$ cat src/rtl/i2s_sim_formatter.sv
module i2s_sim_formatter #(
  parameter int WORD  = 16,
  parameter int DEPTH = 64,
  parameter int SLOT  = 32
) (
  input  logic clk,
  input  logic rst_n,
  input  logic bit_en,
  input  logic ws_i,
  input  logic sd_i,
  output logic obck_o,
  output logic dl_o,
  output logic dr_o,
  output logic le_o,
  output logic err_o
);
  localparam int AW  = $clog2(DEPTH);
  localparam int PW  = $clog2(SLOT);
  localparam int OW  = $clog2(WORD);
  localparam logic [AW:0]   FULL   = (AW+1)'(DEPTH);
  localparam logic [AW:0]   WFILL  = (AW+1)'(WORD);
  localparam logic [PW-1:0] LASTIN = PW'(WORD);
  localparam logic [OW-1:0] LASTOUT = OW'(WORD-1);

  logic          ws_q, armed, running;
  logic [PW-1:0] pos, pos_n;
  logic [1:0]    div;
  logic [OW-1:0] obit;
  logic [DEPTH-1:0] mem [2];
  logic [AW-1:0] wp [2];
  logic [AW-1:0] rp [2];
  logic [AW:0]   cnt [2];

  logic arm_n, wr, wbit, slot_end, have_word, ovf, udf, fault, pop;
  logic [1:0] wrv;

  assign pos_n     = (ws_i != ws_q) ? '0 : ((pos == '1) ? pos : pos + 1'b1);
  assign arm_n     = armed || (!ws_i && pos_n == PW'(1));
  assign wr        = arm_n && pos_n != '0 && pos_n <= LASTIN;
  assign wbit      = sd_i ^ (pos_n == PW'(1));
  assign wrv       = {wr && ws_i, wr && !ws_i};
  assign slot_end  = div == 2'd3;
  assign have_word = cnt[0] >= WFILL && cnt[1] >= WFILL;
  assign ovf       = wr && cnt[ws_i] == FULL;
  assign udf       = slot_end && running && (cnt[0] == '0 || cnt[1] == '0);
  assign fault     = ovf || udf;
  assign pop       = slot_end && (running ? !udf : have_word);
  assign obck_o    = div[1];

  always_ff @(posedge clk) begin
    if (bit_en && !fault && wr) mem[ws_i][wp[ws_i]] <= wbit;
  end

  always_ff @(posedge clk) begin
    if (!rst_n) begin
      ws_q <= 1'b0; pos <= '1; div <= '0; obit <= '0;
      armed <= 1'b0; running <= 1'b0;
      dl_o <= 1'b0; dr_o <= 1'b0; le_o <= 1'b0; err_o <= 1'b0;
      for (int ch = 0; ch < 2; ch++) begin
        wp[ch] <= '0; rp[ch] <= '0; cnt[ch] <= '0;
      end
    end else if (bit_en) begin
      ws_q <= ws_i;
      pos  <= pos_n;
      div  <= div + 2'd1;
      if (fault) begin
        err_o <= 1'b1; running <= 1'b0; armed <= 1'b0; obit <= '0;
        for (int ch = 0; ch < 2; ch++) begin
          wp[ch] <= '0; rp[ch] <= '0; cnt[ch] <= '0;
        end
      end else begin
        armed <= arm_n;
        if (pop) begin
          dl_o    <= mem[0][rp[0]];
          dr_o    <= mem[1][rp[1]];
          running <= 1'b1;
          obit    <= (!running || obit == LASTOUT) ? '0 : obit + 1'b1;
        end
        if (div == 2'd1 && running && obit == LASTOUT) le_o <= 1'b1;
        else if (div == 2'd1 && obit == '0)            le_o <= 1'b0;
        for (int ch = 0; ch < 2; ch++) begin
          if (wrv[ch]) wp[ch] <= wp[ch] + 1'b1;
          if (pop)     rp[ch] <= rp[ch] + 1'b1;
          cnt[ch] <= cnt[ch] + (AW+1)'(wrv[ch]) - (AW+1)'(pop);
        end
      end
    end
  end

  assert_obck_pace_R1: assert property (@(posedge clk) disable iff (!rst_n)
    !$past(bit_en) |-> $stable(obck_o));

  assert_lane_on_fall_R4: assert property (@(posedge clk) disable iff (!rst_n)
    (!$stable(dl_o) || !$stable(dr_o)) |-> $fell(obck_o));

  assert_start_full_word_R5: assert property (@(posedge clk) disable iff (!rst_n)
    $rose(running) |-> ($past(cnt[0]) >= WFILL && $past(cnt[1]) >= WFILL));

  assert_le_on_rise_R6: assert property (@(posedge clk) disable iff (!rst_n)
    ($rose(le_o) || $fell(le_o)) |-> $rose(obck_o));

  assert_no_overfill_R7: assert property (@(posedge clk) disable iff (!rst_n)
    cnt[0] <= FULL && cnt[1] <= FULL);

  assert_err_sticky_R8: assert property (@(posedge clk) disable iff (!rst_n)
    $past(err_o) |-> err_o);
endmodule

$ cat config.mk
export PLATFORM = sky130hd
export DESIGN_NAME = i2s_sim_formatter
export DESIGN_NICKNAME = d
export VERILOG_FILES = /design/src/rtl/i2s_sim_formatter.sv
export SDC_FILE = /design/constraint.sdc
export NUM_CORES = 1
export LEC_CHECK = 0
export BUFFER_PORTS_ARGS = -buffer_cell sky130_fd_sc_hd__buf_2
export CAP_MARGIN = 15
export CORE_UTILIZATION = 45
export CTS_CLUSTER_DIAMETER = 50
export CTS_CLUSTER_SIZE = 24
export DETAILED_ROUTE_END_ITERATION = 16
export GPL_TIMING_DRIVEN = 0
export SLEW_MARGIN = 20
export SYNTH_ARGS = -nofsm -noshare
export SYNTH_HDL_FRONTEND = slang
export SYNTH_SLANG_ARGS = --single-unit
$ cat constraint.sdc
create_clock -name clk -period 11.04 [get_ports clk]
set_clock_uncertainty 0.2 [all_clocks]
set_input_delay 0 -clock clk [delete_from_list [all_inputs] [get_ports clk]]
set_output_delay 0 -clock clk [all_outputs]
set_load 0.1 [all_outputs]
==> metrics, run 1 <==
I/O Pins 10; Nets 812; dpl hpwl 12.7 mm; fillers 1704; cell-internal power 0.00113 W; endpoint class of the critical path flip-flop; R2R setup slack 6.95 ns; CP Launch Point cnt[1][2]$_SDFFCE_PN0P_; Yosys cell types 64; part of the power in combinational logic 10.4%; critical path class reg -> reg; routed len/inst roughly 18 microns; post_cts resized 0; Hold Crit Class in -> reg; Syn Area/Cell around 12 sq um; Routed Antenna Nets 0; largest area contributor in the netlist edfxtp_1; Post-synth EDFFs 166; sw power 0.000370 W; Arr. time, crit path 4.09 ns; postcts setup bufs 0; Tightest Pin Transition 0.727 ns; reg-to-reg endpoint cnt[1][6]$_SDFFCE_PN0P_; reg2reg start cnt[1][2]$_SDFFCE_PN0P_; H-tree depth 4; top-count cell post-synth nor2_1; FP Rows 51; TritonCTS Buffers 17; Netlist Area Pre-Place 9060 sq um; sequential element share of the synthesized area 59.0%; initial core utilization 46.3%; Vias/cell 5.49; GR Overflow Total 0; fmax 244 MHz; IO Port Bufs 8; setup TNS 0 ns; clock slew seen by the registers of the worst setup and hold paths roughly 0.08 ns; global-route wire length before repair 30.1 mm; DR vias between 5000 and 6000; #FFs+latches synth approximately 180; status finished, final reports clean; Die Span Y 144 microns; post-route cell area around 10000 sq um; clock power share between 30% and 40%; ranking of synthesized cells by area edfxtp_1 (55%), mux4_2 (8.0%), nor2_1 (7.0%); CTS tree done; final hold vios 0; Seq pwr share between 50 and 60%; Final Wtd Congestion 0.805; layout cells sized above 1 15.0%; slew margin rel. between 50% and 60%; Sw Share 24.7%; initial antenna violation count 0; post-synth net total a little under 800; min Tclk post-route approximately 4 ns; die width between 100 and 150 microns; Root Driver clkbuf_16; worst vdd ir 0.000101 V; number of DRC markers in iteration 0 506; crit path to cnt[1][6]$_SDFFCE_PN0P_; number of global-route vias before repair 5805; largest net degree at the start of global routing 38; Startpoint Class flip-flop; share of the synthesized area in the top cell type 55.0%; Die Footprint slightly above 20000 sq um; number of maximum-capacitance violations 0; Layout Cells excl Fill 1054; DRC errors left 0; Total Wirelength 18.7 mm; Util after Layout 51.7%; Antenna Diode Count 0; synth-to-layout area growth 11.7%; # setup viols final 0; yosys warns 0; HP Start ws_i; 1st-pass router iterations 5; CP Max Fanout 3; r2r worst-path depth 19; Clock Latency Late Sink 0.44 ns; top cells by count, synth nor2_1 (170), edfxtp_1 (166), nand2_1 (35); final worst path period share 37.1%; unrepaired setup endpoints after global routing false; Post-Syn Instances ~740; ys async rst share 0%; GRT Total Usage 19.6%; Power per Cell Area 148 nW/um^2; Req. time, crit path 11.03 ns; Placed Area 9560 sq um; CTS Buffer Depth 2; Placed Cells 1019; hold slack about 0.086 ns; P_leak ~3.3 nW; fin. max-slew vios 0; top_reg_cell synth edfxtp_1; area of the core 19600 sq um; clk sinks 184
==> flip-flops by register name (all words and copies together), names as in the netlist, 2 cells and up <==
name / flops
mem: 128
cnt: 14
rp: 12
wp: 12
pos: 5
obit: 4
div: 2
==> how the worst min path moves through the flow <==
stage	endpoint	slack, ns	cells past startpoint
2_1_floorplan	le_o$_SDFFE_PN0P_	-0.02	2
3_3_place_gp	le_o$_SDFFE_PN0P_	0.15	3
3_5_place_dp	le_o$_SDFFE_PN0P_	0.16	3
4_1_cts	pos[0]$_SDFFE_PN1P_	0.08	5
5_1_grt	pos[0]$_SDFFE_PN1P_	0.12	5
6_report	pos[0]$_SDFFE_PN1P_	0.09	5
==> critical path, cell delays in order, from the launching register on <==
cell	delay, ns
edfxtp_1	0.39
inv_1	0.07
ha_1	0.19
nor4b_2	0.16
a2111oi_1	0.50
a311oi_2	0.12
o21ai_1	0.22
inv_1	0.13
ha_1	0.29
inv_1	0.06
ha_1	0.17
inv_1	0.06
fa_1	0.39
nand2b_1	0.16
a21oi_1	0.18
o21ai_0	0.13
a21oi_1	0.18
nor2_1	0.07
xnor2_1	0.13
nor2_1	0.05
==> what timing repair did <==
item / 4_1_cts / 5_1_grt
endpoints found under the hold margin: 24 / 0
hold buffers: 3 / 0
setup endpoints to repair: 0 / 0
==> per-stage QoR <==
| stage | setup WS (ns) | total power (W) |
|---|---|---|
| floorplan | 5.55 | 0.000920 |
| global placement | 3.48 | 0.000949 |
| detailed placement | 6.98 | 0.000958 |
| CTS | 6.92 | 0.00151 |
| global route | 6.66 | 0.00155 |
| finish | 6.95 | 0.00150 |
==> cell families (layout without fill, tap and decap cells) <==
family / after synthesis / count (layout) / share of synthesized area, %
adders and majority gates: 31 / 31 / 4.45
DFF: 184 / 184 / 59.0
AOI/OAI and AO/OA: 89 / 89 / 6.68
and+or+nand+nor: 301 / 301 / 15.1
xor gates and xnor gates: 30 / 30 / 2.90
buffers and inverters: 69 / 116 / 3.23
muxes: 38 / 38 / 8.63
==> layout make-up <==
| cell class | count | area (sq um) | area share [%] |
|---|---|---|---|
| timing repair buffer | 15 | 180 | 1.78 |
| clock inverter | 14 | 98.8 | 0.977 |
| tap | 265 | 332 | 3.28 |
| buffer | 35 | 165 | 1.63 |
| inverter | 34 | 128 | 1.26 |
| clock buffer | 18 | 429 | 4.24 |
| sequential | 184 | 5350 | 52.8 |
| multi-input combinational | 489 | 3440 | 34.0 |
==> placed cells by master (no fill, tap or decap), drive strengths merged, types with 5 or more instances in the layout <==
master  Yosys  layout
nor2      180     180
edfxtp    166     166
inv        34      38
nand2      37      37
clkbuf     16      34
mux4       32      32
buf        19      31
ha         29      29
nand3      27      27
a21oi      24      24
o21ai      20      20
dfxtp      18      18
xnor2      16      16
xor2       14      14
and3       12      12
a22oi       9       9
nor2b       9       9
clkinv      0       8
nand4       5       5
mux2i       5       5
and2        5       5
nor3        5       5
==> metal layers <==
metal	share of wire [%]	global-route usage, %
met1	43	24.7
met2	52	33.8
met3	3.9	3.77
met4	1.0	5.94
met5	0	0
==> power groups by stage <==
stage	clock network [W]	registers [W]	logic, W
after global routing	0.000589	0.000790	0.000175
after global placement	0	0.000804	0.000145
after detailed placement	0	0.000803	0.000155
after floorplan	0	0.000804	0.000116
after CTS	0.000566	0.000787	0.000157
final	0.000556	0.000787	0.000156
No activity file was read; power rests on OpenSTA's default activity.
==> inputs of run 2 (changes only) <==
==> constraint.sdc (replaced) <==
create_clock -name clk -period 3.6 [get_ports clk]
set_clock_uncertainty 0.2 [all_clocks]
set_input_delay 0 -clock clk [delete_from_list [all_inputs] [get_ports clk]]
set_output_delay 0 -clock clk [all_outputs]
set_load 0.1 [all_outputs]
==> run 2 against run 1 <==
  * Die area unchanged
  * Flip-flop and latch count stayed put
  * Highest routed layer unchanged
  * Critical path type unchanged
  * Fmax rose by 14%
  * Sequential power rose to 3.1 times the previous value
  * Critical path depth is the same
  * Global-route usage grew 0.65 points
  * Worst setup slack worse by 6.9 ns
==> metrics, run 2 (synthesis results as in run 1) <==
slew margin rel. 52.1%; Total Wirelength 19.1 mm; Tightest Pin Transition 0.715 ns; most common cell after layout, fill and taps aside nor2_1; Final Wtd Congestion ~0.84; clock slew seen by the registers of the worst setup and hold paths 0.08 ns; CTS tree done; critical path class reg -> reg; Nets 824; FP Rows between 50 and 60; Startpoint Class flip-flop; fmax 279 MHz; fin. max-slew vios 0; CTS Buffer Depth 2; Die Footprint about 21000 sq um; initial antenna violation count 0; max reg flops roughly 130; reg2reg start cnt[1][2]$_SDFFCE_PN0P_; crit path cell chain inv_2 -> ha_4 -> nor4b_4 -> a2111oi_4 -> a311oi_2 -> o21ai_2 -> inv_2 -> ha_4 -> inv_4 -> ha_4 -> inv_2 -> fa_2 -> nand2b_4 -> a21oi_4 -> o21ai_2 -> a21oi_1 -> nor2_1 -> xnor2_1 -> nor2_1; sequential cell area 5350 sq um; 1st-pass router iterations 5; number of global-route vias before repair 6043; Hold Crit Class in -> reg; unrepaired setup endpoints after global routing true; Layout Cells excl Fill 1066; die width 144 microns; final hold vios 0; Arr. time, crit path 3.58 ns; GRT Total Usage between 20 and 25%; Placed Area 9530 sq um; final worst path period share 99.7%; synth-to-layout area growth 14.3%; setup TNS 0 ns; fillers 1650; worst vdd ir 0.000337 V; TritonCTS Buffers 17; Root Driver clkbuf_16; Placed Cells ~1000; Hold EP pos[1]$_SDFFE_PN1P_; endpoint class of the critical path flip-flop; layout cells sized above 1 19.2%; routed len/inst between 15 and 20 microns; largest net degree at the start of global routing 43; Util after Layout a little over half; H-tree depth 4; slowest CP cell edfxtp_1; Worst Hold Path Cells 5; Power per Cell Area 464 nW/um^2; GR Overflow Total 0; number of maximum-capacitance violations 0; Vias/cell 5.51; hold slack 0.0814 ns; clk sinks 184; dpl hpwl around 13 mm; reg-to-reg endpoint cnt[1][6]$_SDFFCE_PN0P_; HP Start ws_i; multi-input logic area about 3600 sq um; area of the core roughly 20000 sq um; I/O Pins 10; Clock Latency Late Sink 0.43 ns; IO Port Bufs 8; status finished, final reports clean; initial core utilization 46.3%; global-route wire length before repair 31.0 mm; Max stage delay on crit path 0.42 ns; number of DRC markers in iteration 0 494; DR vias around 5900; DRC errors left 0; Die Span Y 144 microns; P_leak 3.40 nW; commonest non-fill, non-tap cells in the layout nor2_1 (169), edfxtp_1 (166), nand2_1 (34), mux4_2 (32), inv_1 (28); post-route cell area 10400 sq um; Req. time, crit path 3.59 ns; CP Max Fanout 2; # setup viols final 0; min Tclk post-route ~3.6 ns; Antenna Diode Count 0; r2r worst-path depth 19; R2R setup slack around 0.010 ns; Routed Antenna Nets 0
run 2: where the power goes:
group          switching, W  internal (W)
Sequential        0.0000439       0.00237
Combinational      0.000300      0.000235
Clock              0.000875      0.000983
run 2: metal layers:
metal  routed length (microns)  vias up  track usage [%]
met3                       637       25             3.90
met4                       242        0             6.49
met2                      9740      114             35.5
met1                      8450     2949             24.9
li1                          -     2783                -
met5                         0        -                0
run 2: through the flow:
step	worst slack (ns)	total power, W
floorplan	0.0240	0.00282
global placement	-0.375	0.00291
detailed placement	-0.475	0.00294
CTS	0.0134	0.00483
global route	-0.160	0.00501
finish	0.0105	0.00481
run 2: final cells by class:
| class | count | area share [%] |
|---|---|---|
| multi-input cells | 489 | 34.4 |
| flip-flops and latches | 184 | 51.6 |
| clock buffers | 17 | 4.11 |
| repair buffers | 27 | 2.29 |
| well taps | 265 | 3.20 |
| plain buffers | 35 | 1.59 |
| inverters | 34 | 1.26 |
| clock inverters | 15 | 1.55 |
run 2: what timing repair did:
action / in CTS / in global routing
pin swaps: 7 / 11
endpoints found under the hold margin: 32 / 0
gates resized for setup: 18 / 10
hold buffers: 3 / 0
gates cloned: 0 / 0
setup endpoints to repair: 6 / 14
buffers inserted: 9 / 4
run 2: worst max-delay path: cells and delay by family, from the launching register on:
| family | cells | cell delay, ns |
|---|---|---|
| DFF | 1 | 0.42 |
| and+or+nand+nor | 4 | 0.56 |
| xor gates and xnor gates | 1 | 0.14 |
| adders and majority gates | 4 | 0.84 |
| AOI/OAI and AO/OA | 6 | 0.88 |
| buffers and inverters | 4 | 0.29 |
run 2: worst max path at each step:
stage                                 start  cells past startpoint                 endpoint
floorplan           cnt[1][2]$_SDFFCE_PN0P_                     19  cnt[1][6]$_SDFFCE_PN0P_
global placement    cnt[1][2]$_SDFFCE_PN0P_                     19  cnt[1][6]$_SDFFCE_PN0P_
detailed placement  cnt[1][2]$_SDFFCE_PN0P_                     19  cnt[1][6]$_SDFFCE_PN0P_
CTS                 cnt[1][2]$_SDFFCE_PN0P_                     19  cnt[1][6]$_SDFFCE_PN0P_
global route        cnt[1][2]$_SDFFCE_PN0P_                     19  cnt[1][6]$_SDFFCE_PN0P_
finish              cnt[1][2]$_SDFFCE_PN0P_                     19  cnt[1][6]$_SDFFCE_PN0P_
